===== config.mk =====
export PLATFORM = sky130hd
export DESIGN_NAME = enc_delay_ctrl
export DESIGN_NICKNAME = d
export VERILOG_FILES = /design/src/rtl/enc_delay_ctrl.sv
export SDC_FILE = /design/constraint.sdc
export NUM_CORES = 1
export LEC_CHECK = 0
export BUFFER_PORTS_ARGS = -buffer_cell sky130_fd_sc_hd__clkbuf_2
export CORE_MARGIN = 2
export CORE_UTILIZATION = 58
export DETAILED_ROUTE_END_ITERATION = 6
export HOLD_SLACK_MARGIN = 0.05
export PLACE_DENSITY = 0.9
export SETUP_SLACK_MARGIN = 0.4
export SLEW_MARGIN = 25
export SYNTH_ARGS = -nofsm -noshare
export SYNTH_HDL_FRONTEND = slang
export SYNTH_SLANG_ARGS = --single-unit

===== constraint.sdc =====
create_clock -name clk -period 2.75 [get_ports clk]
set_input_delay 0.275 -clock clk [delete_from_list [all_inputs] [get_ports clk]]
set_output_delay 0.275 -clock clk [all_outputs]
set_load 0.03 [all_outputs]

===== src/rtl/enc_delay_ctrl.sv =====
module enc_delay_ctrl #(
  parameter int FRAME_DIV = 64,
  parameter int DLY_W     = 8,
  parameter int SW_W      = 4,
  parameter int IDX_W     = SW_W + 2,
  parameter int INIT_DLY  = 0
) (
  input  logic             clk,
  input  logic             rst_n,
  input  logic             frame_tick,
  input  logic             enc_a,
  input  logic             enc_b,
  input  logic [SW_W-1:0]  prog_sw,
  output logic [DLY_W-1:0] dly_hi,
  output logic [IDX_W-1:0] prog_idx
);
  localparam int CNT_W = $clog2(FRAME_DIV + 1);

  logic [1:0]       a_q, b_q;
  logic             a_s, b_s;
  logic [CNT_W-1:0] cnt;
  logic             sample_en;
  logic             edge_seen;
  logic             turn;

  assign a_s       = a_q[1];
  assign b_s       = b_q[1];
  assign sample_en = frame_tick && (cnt == CNT_W'(1));
  assign turn      = sample_en && !a_s && !edge_seen;

  always_ff @(posedge clk) begin
    if (!rst_n) begin
      a_q <= 2'b11;
      b_q <= 2'b00;
    end else begin
      a_q <= {a_q[0], enc_a};
      b_q <= {b_q[0], enc_b};
    end
  end

  always_ff @(posedge clk) begin
    if (!rst_n)
      cnt <= CNT_W'(FRAME_DIV);
    else if (frame_tick)
      cnt <= sample_en ? CNT_W'(FRAME_DIV) : cnt - CNT_W'(1);
  end

  always_ff @(posedge clk) begin
    if (!rst_n)
      edge_seen <= 1'b0;
    else if (sample_en)
      edge_seen <= !a_s;
  end

  always_ff @(posedge clk) begin
    if (!rst_n)
      dly_hi <= DLY_W'(INIT_DLY);
    else if (turn)
      dly_hi <= b_s ? dly_hi - DLY_W'(1) : dly_hi + DLY_W'(1);
  end

  always_ff @(posedge clk) begin
    if (!rst_n)
      prog_idx <= IDX_W'(2);
    else if (sample_en)
      prog_idx <= IDX_W'({prog_sw, 1'b0}) + IDX_W'(2);
  end
endmodule


==> results of run 1 <==
## through the flow
step                power (uW)  hold slack [ns]  worst slack, ns  instance area (um2)  utilization
finish                     658            0.150            0.796                 1430        0.659
global route               690            0.154            0.732                 1430        0.659
CTS                        663            0.156            0.811                 1430        0.659
detailed placement         505            0.398            0.843                 1400        0.646
global placement           498            0.395             1.01                 1400        0.646
floorplan                  482            0.348             1.01                 1300            -
## cell usage after synthesis, types with 2 or more instances
master	number
o211a_1	5
a21boi_0	4
nor2b_1	2
o21ai_0	5
o211ai_1	2
nand2_1	22
nand3_1	7
dfxtp_1	25
nand2b_1	3
buf_4	2
o21a_1	2
and2_1	3
inv_1	5
xnor2_1	7
a211oi_1	2
a21oi_1	5
nor2_1	7
ha_1	9
xor2_1	3
and3_1	2
nor3_1	2
## power groups by stage
stage | Clock, uW | Combinational, uW | Sequential [uW]
final | 161 | 94.9 | 402
after CTS | 166 | 95.5 | 402
after global routing | 177 | 108 | 405
after global placement | 0 | 89.8 | 408
after detailed placement | 0 | 95.3 | 410
after floorplan | 0 | 73.7 | 408
## flip-flops by register name, indices dropped and copies added, names as in the netlist
name and cells:
b_q 2, a_q 2, cnt 7, dly_hi 8, prog_idx 5, edge_seen 1
## layout make-up
cell class	count	share of cell area
Clock buffer	4	0.0184
Multi-Input combinational cell	108	0.520
Sequential cell	25	0.350
Tap cell	28	0.0245
Inverter	5	0.0131
Timing Repair Buffer	21	0.0736
## kinds of logic after synthesis
kind of cell | Yosys count | share of synthesized area
adder cells (fa/ha/maj) | 10 | 0.102
AO/OA/AOI/OAI | 30 | 0.169
flip-flops | 25 | 0.386
XOR/XNOR | 10 | 0.0675
multiplexers | 1 | 0.00771
other | 1 | 0.00289
AND/OR/NAND/NOR | 56 | 0.224
buffers and inverters | 10 | 0.0415
## metal layers
metal,vias to the layer above,global-route usage,share of wire
li1,534,-,-
met1,507,0.240,0.45
met2,23,0.390,0.50
met3,6,0.0292,0.033
met4,0,0.0877,0.017
met5,-,0,0
## worst max-delay path: cells and delay by family, from the launching register on
family                   cells  cell delay, ns
flip-flops                   1            0.53
adder cells (fa/ha/maj)      1            0.35
multiplexers                 1            0.13
AO/OA/AOI/OAI                4            0.85
## path summary, 6_finish.rpt
| path | from | end | depth (start not counted) |
|---|---|---|---|
| worst max-delay path | b_q[1] | dly_hi[7] | 6 |
| worst min-delay path | enc_a | a_q[0] | 2 |
| worst max register to register | b_q[1] | dly_hi[7] | 6 |
| worst min register to register | a_q[0] | a_q[1] | 1 |
==> flow_summary.yaml, run 1 <==
outcome:
  status: "finished clean"
job:
  maxCapViolCount: 0
power_and_ir_drop:
  p_clk_frac: 0.244
  swShare: 0.263
  p_switching_uw: 173
  power.leakage_uw: 0.000657
  comb_power_share: 0.144
  seq_power_share: 0.611
  p_per_area_nw_per_um2: 460
  vdd_drop_max_uv: 352
  p_int_uw: 485
place:
  dp.cells: 187
  port_buffers: 21
  gp_congestion: 0.909
  hpwl_um: 1850
sta:
  hold_viol_final: 0
  rsz0062_at_grt: "false"
  drv_slew: 0
  timing.final.crit_share: 0.710
  skew_ns: 0.00692
  tns_ns: 0
  setup_viol: 0
  fmax_mhz: 512
  period_minus_slack_ns: 1.95
floorplanning:
  dieArea_um2: 2630
  ios: 23
  die_h_um: 51.3
  start_util: 0.598
  dieWidth_um: 51.3
  rows: 17
  core_area_um2: 2170
cts:
  clkTransAtPathRegs_ns: 0.13
  clk_latency_ns: 0.31
  post_cts_buffers: 0
  h-tree-depth: 1
  cts_tree: "built"
  cts-root-buf: "clkbuf_4"
  ctsHoldBuffers: 0
  ctsLongestPathBuffers: 2
  cts_buffers: 3
  ctsResizeCount: 0
  cts_num_sinks: 25
synth:
  synth.area.top_cells: "dfxtp_1 (39%), ha_1 (8.7%), nand2_1 (6.4%)"
  synth_cell_type_count: 40
  async_flop_share: 0
  yosys_register_bits: 25
  synth_nets: 162
  syn_avg_cell_area_um2: 9.07
  netlist_instances: 143
  synth.top_cell.area_share: 0.386
  synth_edf_count: 0
  synth_warnings: 0
  synth_seq_area_share: 0.386
  yosysTopAreaCell: "dfxtp_1"
  synth_area_um2: 1300
  synth_top_flop_cell: "dfxtp_1"
grt:
  grt_pass1_vias: 1026
  grt_overflow_total: 0
  track_usage: 0.210
  antenna_found_initial: 0
  grt_pass1_wl_um: 4280
  grt_max_degree: 27
route:
  via_per_inst: 5.60
  routedWlPerCell_um: 12.6
  vias: 1070
  drc: 0
  first_iter_violations: 18
  drt-total-wl_um: 2400
  ant_nets: 0
  drt-pass1-iter-count: 4
final_layout:
  fill_cells: 186
  fin_cells: 191
  synthToLayoutAreaGrowth_pct: 10.1
  layout_common_cells: "dfxtp_1 (25), nand2_1 (22), clkbuf_2 (21), ha_1 (9)"
  seq_area_um2: 500
  multiInputGateArea_um2: 743
  antennaDiodeCount: 0
  final_layout_size_suffix_gt1_frac: 0.184
  fin_nets: 183
  final_common_cell: "dfxtp_1"
setup_path:
  crit_chain: "ha_1 -> a21oi_1 -> a211oi_1 -> o211ai_1 -> o31ai_2 -> mux2i_1"
  worst_setup_path_end_kind: "flip-flop"
  reg2reg_slack_ns: 0.80
  slowest_stage: "dfxtp_1"
  crit_path_max_fanout: 8
  crit_path_max_incr_delay_ns: 0.53
  path_class: "flip-flop to flip-flop"
  critPathRequiredTime_ns: 2.96
  arrival_ns: 2.17
  worstSetupStartpointType: "flip-flop"
hold_path:
  hp-class: "input pin to flip-flop"
Power figures use the tool's default switching activity.
==> run 2, diff against run 1 <==
--- a/config.mk
+++ b/config.mk
@@ -6,11 +6,12 @@
 export NUM_CORES = 1
 export LEC_CHECK = 0
 export BUFFER_PORTS_ARGS = -buffer_cell sky130_fd_sc_hd__clkbuf_2
+export CORE_ASPECT_RATIO = 1.75
 export CORE_MARGIN = 2
-export CORE_UTILIZATION = 58
+export CORE_UTILIZATION = 49
 export DETAILED_ROUTE_END_ITERATION = 6
 export HOLD_SLACK_MARGIN = 0.05
-export PLACE_DENSITY = 0.9
+export PLACE_DENSITY = 0.82
 export SETUP_SLACK_MARGIN = 0.4
 export SLEW_MARGIN = 25
 export SYNTH_ARGS = -nofsm -noshare
==> constraint.sdc (replaced) <==
create_clock -name clk -period 1.6 [get_ports clk]
set_input_delay 0.16 -clock clk [delete_from_list [all_inputs] [get_ports clk]]
set_output_delay 0.16 -clock clk [all_outputs]
set_load 0.03 [all_outputs]
==> flow_summary.yaml, run 2 (synthesized netlist as in run 1, its figures left out) <==
final_layout:
  seq_area_um2: 528
  multiInputGateArea_um2: 862
  antennaDiodeCount: 0
  largest-register: "dly_hi"
  fin_nets: 191
  design_area_um2: 1660
  final_layout_size_suffix_gt1_frac: 0.421
  fin_cells: 197
  synthToLayoutAreaGrowth_pct: 28.0
  layout_common_cells: "clkbuf_2 (21), nand2_1 (18), dfxtp_1 (13), nor2_1 (7), dfxtp_2 (7)"
  final_common_cell: "clkbuf_2"
  largestRegisters: "dly_hi x8, cnt x7, prog_idx x5"
  largest_register_ffs: 8
  fill_cells: 190
floorplanning:
  die_h_um: 72.1
  rows: 24
  start_util: 0.521
  ios: 23
  dieWidth_um: 42.9
  core_area_um2: 2490
  dieArea_um2: 3090
setup_path:
  r2r_cells: 6
  worst_setup_path_end_kind: "flip-flop"
  crit_path_max_fanout: 8
  worstSetupStartpointType: "flip-flop"
  arrival_ns: 1.79
  crit_chain: "ha_4 -> nor2b_4 -> o31a_1 -> o21a_1 -> o21ai_1 -> o311ai_1"
  critPathRequiredTime_ns: 1.75
  crit_cells: 6
  worst-path-buf-inv: 0
  path_class: "flip-flop to flip-flop"
  crit_path_max_incr_delay_ns: 0.45
  cp_top_family: "compound AO/OA/AOI/OAI gates"
  slowest_stage: "dfxtp_4"
sta:
  skew_ns: 0.00678
  timing.final.crit_share: 1.03
  fmax_mhz: 609
  hold_viol_final: 0
  setup_viol: 2
  whs_ns: 0.0706
  period_minus_slack_ns: 1.64
  drv_slew: 0
  setup_ws_ns: -0.0423
  rsz0062_at_grt: "true"
job:
  maxCapViolCount: 0
route:
  drt-pass1-iter-count: 4
  routedLengthMet1_um: 1050
  routedWlPerCell_um: 14.0
  wl_met2_um: 1600
  drt-total-wl_um: 2750
  dr_wl_met3_um: 47
  drc: 0
  routed.top_layer: "met4"
  vias: 1091
  first_iter_violations: 11
  ant_nets: 0
  via_per_inst: 5.54
outcome:
  violations: "negative setup slack"
  status: "complete, but fails checks"
power_and_ir_drop:
  p_int_uw: 934
  swShare: 0.265
  p_clk_frac: 0.291
  comb_power_share: 0.165
  seq_power_share: 0.544
  p_switching_uw: 337
  p_per_area_nw_per_um2: 766
  power.leakage_uw: 0.000733
  vdd_drop_max_uv: 601
grt:
  track_usage: 0.197
  grt_overflow_total: 0
  antenna_found_initial: 0
  grt_pass1_vias: 1110
  grt_pass1_wl_um: 4720
  grt_max_degree: 27
cts:
  ctsHoldBuffers: 0
  h-tree-depth: 1
  cts_tree: "built"
  cts-root-buf: "clkbuf_8"
  ctsLongestPathBuffers: 2
  cts_buffers: 3
  cts_num_sinks: 25
  clk_latency_ns: 0.27
  clkTransAtPathRegs_ns: 0.09
place:
  gp_congestion: 0.822
  hpwl_um: 2070
  placedInstanceArea_um2: 1500
  dp.cells: 188
  port_buffers: 21
hold_path:
  hold_depth: 2
  hp-class: "input pin to flip-flop"
[run 2: worst register-to-register path, cell delays in order (launching register included)]
cell and delay, ns:
dfxtp_4 0.45, ha_4 0.25, nor2b_4 0.13, o31a_1 0.25
o21a_1 0.19, o21ai_1 0.15, o311ai_1 0.11
[run 2: worst paths after layout]
| kind | slack (ns) | from | to |
|---|---|---|---|
| setup reg to reg | -0.04 | b_q[1] | dly_hi[6] |
| hold / removal | 0.07 | enc_a | a_q[0] |
| hold reg to reg | 0.43 | a_q[0] | a_q[1] |
| setup / recovery | -0.04 | b_q[1] | dly_hi[6] |
[run 2: layer usage]
metal | vias up | global-route usage
met5 | - | 0
met4 | 0 | 0.0938
met3 | 6 | 0.0224
met2 | 16 | 0.375
met1 | 520 | 0.205
li1 | 549 | -
[run 2: timing repair]
action,4_1_cts,5_1_grt
resized for setup,18,8
setup endpoints to repair,20,20
pin swaps,2,6
buffers inserted,3,2
endpoints found under the hold margin,0,0
[run 2: area by class of cell]
type                    instances  share of cell area
multi-input cells             108               0.519
flip-flops and latches         25               0.318
repair buffers                 29               0.104
clock buffers                   3              0.0249
well taps                      26              0.0196
inverters                       5              0.0113
clock inverters                 1             0.00301
[run 2: per-stage QoR]
step | power (uW) | TNS [ns] | util | setup slack (ns)
6_report | 1270 | -0.0437 | 0.666 | -0.0423
5_1_grt | 1330 | -0.299 | 0.666 | -0.0872
4_1_cts | 1280 | -0.0318 | 0.656 | -0.0175
3_5_place_dp | 887 | -0.0489 | 0.601 | -0.0363
3_3_place_gp | 873 | 0 | 0.601 | 0.0189
2_1_floorplan | 830 | 0 | - | 0.100
[run 2: power by group through the flow]
stage / Clock [uW] / Combinational [uW] / Sequential, uW
after floorplan: 0 / 131 / 699
after global placement: 0 / 174 / 699
after detailed placement: 0 / 184 / 703
after CTS: 377 / 207 / 692
after global routing: 399 / 233 / 696
final: 370 / 210 / 691
==> run 3, diff against run 2 <==
--- a/config.mk
+++ b/config.mk
@@ -8,10 +8,10 @@
 export BUFFER_PORTS_ARGS = -buffer_cell sky130_fd_sc_hd__clkbuf_2
 export CORE_ASPECT_RATIO = 1.75
 export CORE_MARGIN = 2
-export CORE_UTILIZATION = 49
+export CORE_UTILIZATION = 54
 export DETAILED_ROUTE_END_ITERATION = 6
 export HOLD_SLACK_MARGIN = 0.05
-export PLACE_DENSITY = 0.82
+export PLACE_DENSITY = 0.85
 export SETUP_SLACK_MARGIN = 0.4
 export SLEW_MARGIN = 25
 export SYNTH_ARGS = -nofsm -noshare
==> constraint.sdc (replaced) <==
create_clock -name clk -period 1.8 [get_ports clk]
set_input_delay 0.18 -clock clk [delete_from_list [all_inputs] [get_ports clk]]
set_output_delay 0.18 -clock clk [all_outputs]
set_load 0.03 [all_outputs]
==> flow_summary.yaml, run 3 (synthesized netlist as in run 1, its figures left out) <==
sta:
  rsz0062_at_grt: "true"
  drv_slew: 0
  period_minus_slack_ns: 1.63
  timing.final.crit_share: 0.906
  setup_viol: 0
  tns_ns: 0
  fmax_mhz: 613
  skew_ns: 0.00191
  hold_viol_final: 0
place:
  gp_congestion: 0.768
  hpwl_um: 2000
  port_buffers: 21
  dp.cells: 184
cts:
  ctsLongestPathBuffers: 2
  ctsHoldBuffers: 0
  cts_num_sinks: 25
  cts-root-buf: "clkbuf_8"
  clk_latency_ns: 0.26
  cts_tree: "built"
  cts_buffers: 3
  h-tree-depth: 1
  clkTransAtPathRegs_ns: 0.08
final_layout:
  antennaDiodeCount: 0
  largestRegisters: "dly_hi x8, cnt x7, prog_idx x5"
  fin_nets: 189
  largest_register_ffs: 8
  final_layout_size_suffix_gt1_frac: 0.367
  largest-register: "dly_hi"
  synthToLayoutAreaGrowth_pct: 24.5
  final_common_cell: "clkbuf_2"
  fin_cells: 194
  layout_common_cells: "clkbuf_2 (21), nand2_1 (20), dfxtp_1 (14)"
route:
  via_per_inst: 5.65
  drt-total-wl_um: 2760
  drt-pass1-iter-count: 4
  routedWlPerCell_um: 14.2
  drc: 0
  first_iter_violations: 14
  vias: 1096
  ant_nets: 0
hold_path:
  hp-start: "enc_a"
  hp-class: "input pin to flip-flop"
grt:
  track_usage: 0.218
  grt_max_degree: 27
  grt_pass1_wl_um: 4150
  grt_pass1_vias: 1056
  grt_overflow_total: 0
  antenna_found_initial: 0
floorplanning:
  core_area_um2: 2270
  start_util: 0.571
  rows: 23
  die_h_um: 68.8
  ios: 23
  dieWidth_um: 41.1
  dieArea_um2: 2830
power_and_ir_drop:
  comb_power_share: 0.156
  swShare: 0.256
  vdd_drop_max_uv: 534
  power.leakage_uw: 0.000697
  p_per_area_nw_per_um2: 684
  p_int_uw: 822
  p_switching_uw: 282
  p_clk_frac: 0.292
  seq_power_share: 0.552
setup_path:
  regToRegStartpoint: "b_q[1]"
  critPathRequiredTime_ns: 2.00
  crit_path_max_fanout: 8
  worst_setup_path_end_kind: "flip-flop"
  path_class: "flip-flop to flip-flop"
  worstSetupStartpointType: "flip-flop"
  cp-startpoint: "b_q[1]"
  arrival_ns: 1.83
job:
  maxCapViolCount: 0
outcome:
  status: "finished clean"
[run 3: final timing paths]
kind	end	slack [ns]	cells past startpoint
worst min-delay path	a_q[0]	0.09	2
worst min register to register	a_q[1]	0.41	1
worst max-delay path	dly_hi[4]	0.17	7
worst max register to register	dly_hi[4]	0.17	7
[run 3: area by class of cell]
cell class / instances / area (um2)
Clock buffer: 3 / 41.3
Clock inverter: 1 / 5.00
Fill cell: 176 / 658
Inverter: 5 / 18.8
Multi-Input combinational cell: 108 / 841
Sequential cell: 25 / 524
Tap cell: 25 / 31.3
Timing Repair Buffer: 27 / 154
[run 3: per-layer routing]
metal  vias to the layer above  global-route usage  wire [um]
li1                        541                   -          -
met1                       535               0.185       1000
met2                        14               0.434       1650
met3                         6              0.0288         47
met4                         0               0.108         63
met5                         -                   0          0
[run 3: worst max-delay path, stage by stage, from the launching register on]
cell and delay (ns):
dfxtp_4 0.45, inv_1 0.10, fa_2 0.38, nor2b_4 0.13
o21ai_0 0.10, a211oi_1 0.24, a21oi_1 0.06, nor2b_1 0.10
[run 3: power by group through the flow]
stage / clock, uW / combinational (uW) / sequential (uW)
detailed placement: 0 / 148 / 622
global route: 353 / 191 / 613
global placement: 0 / 140 / 620
CTS: 334 / 154 / 609
floorplan: 0 / 115 / 619
finish: 323 / 172 / 610
[run 3: per-stage QoR]
stage                     utilization  setup slack [ns]  hold WS [ns]  area, um2  total power (uW)
final                           0.711             0.169        0.0896       1620              1100
after floorplan                     -             0.300         0.253       1370               734
after detailed placement        0.646             0.118         0.365       1470               770
after global routing            0.711             0.102         0.115       1620              1160
after global placement          0.646             0.199         0.364       1470               760
after CTS                       0.681             0.187        0.0870       1550              1100
[run 3: repair_timing]
item	in CTS	in global routing
pin swaps	2	8
endpoints found under the setup margin	9	14
resized for setup	7	15
gates cloned	0	0
setup buffers	2	4
hold endpoints to repair	0	0
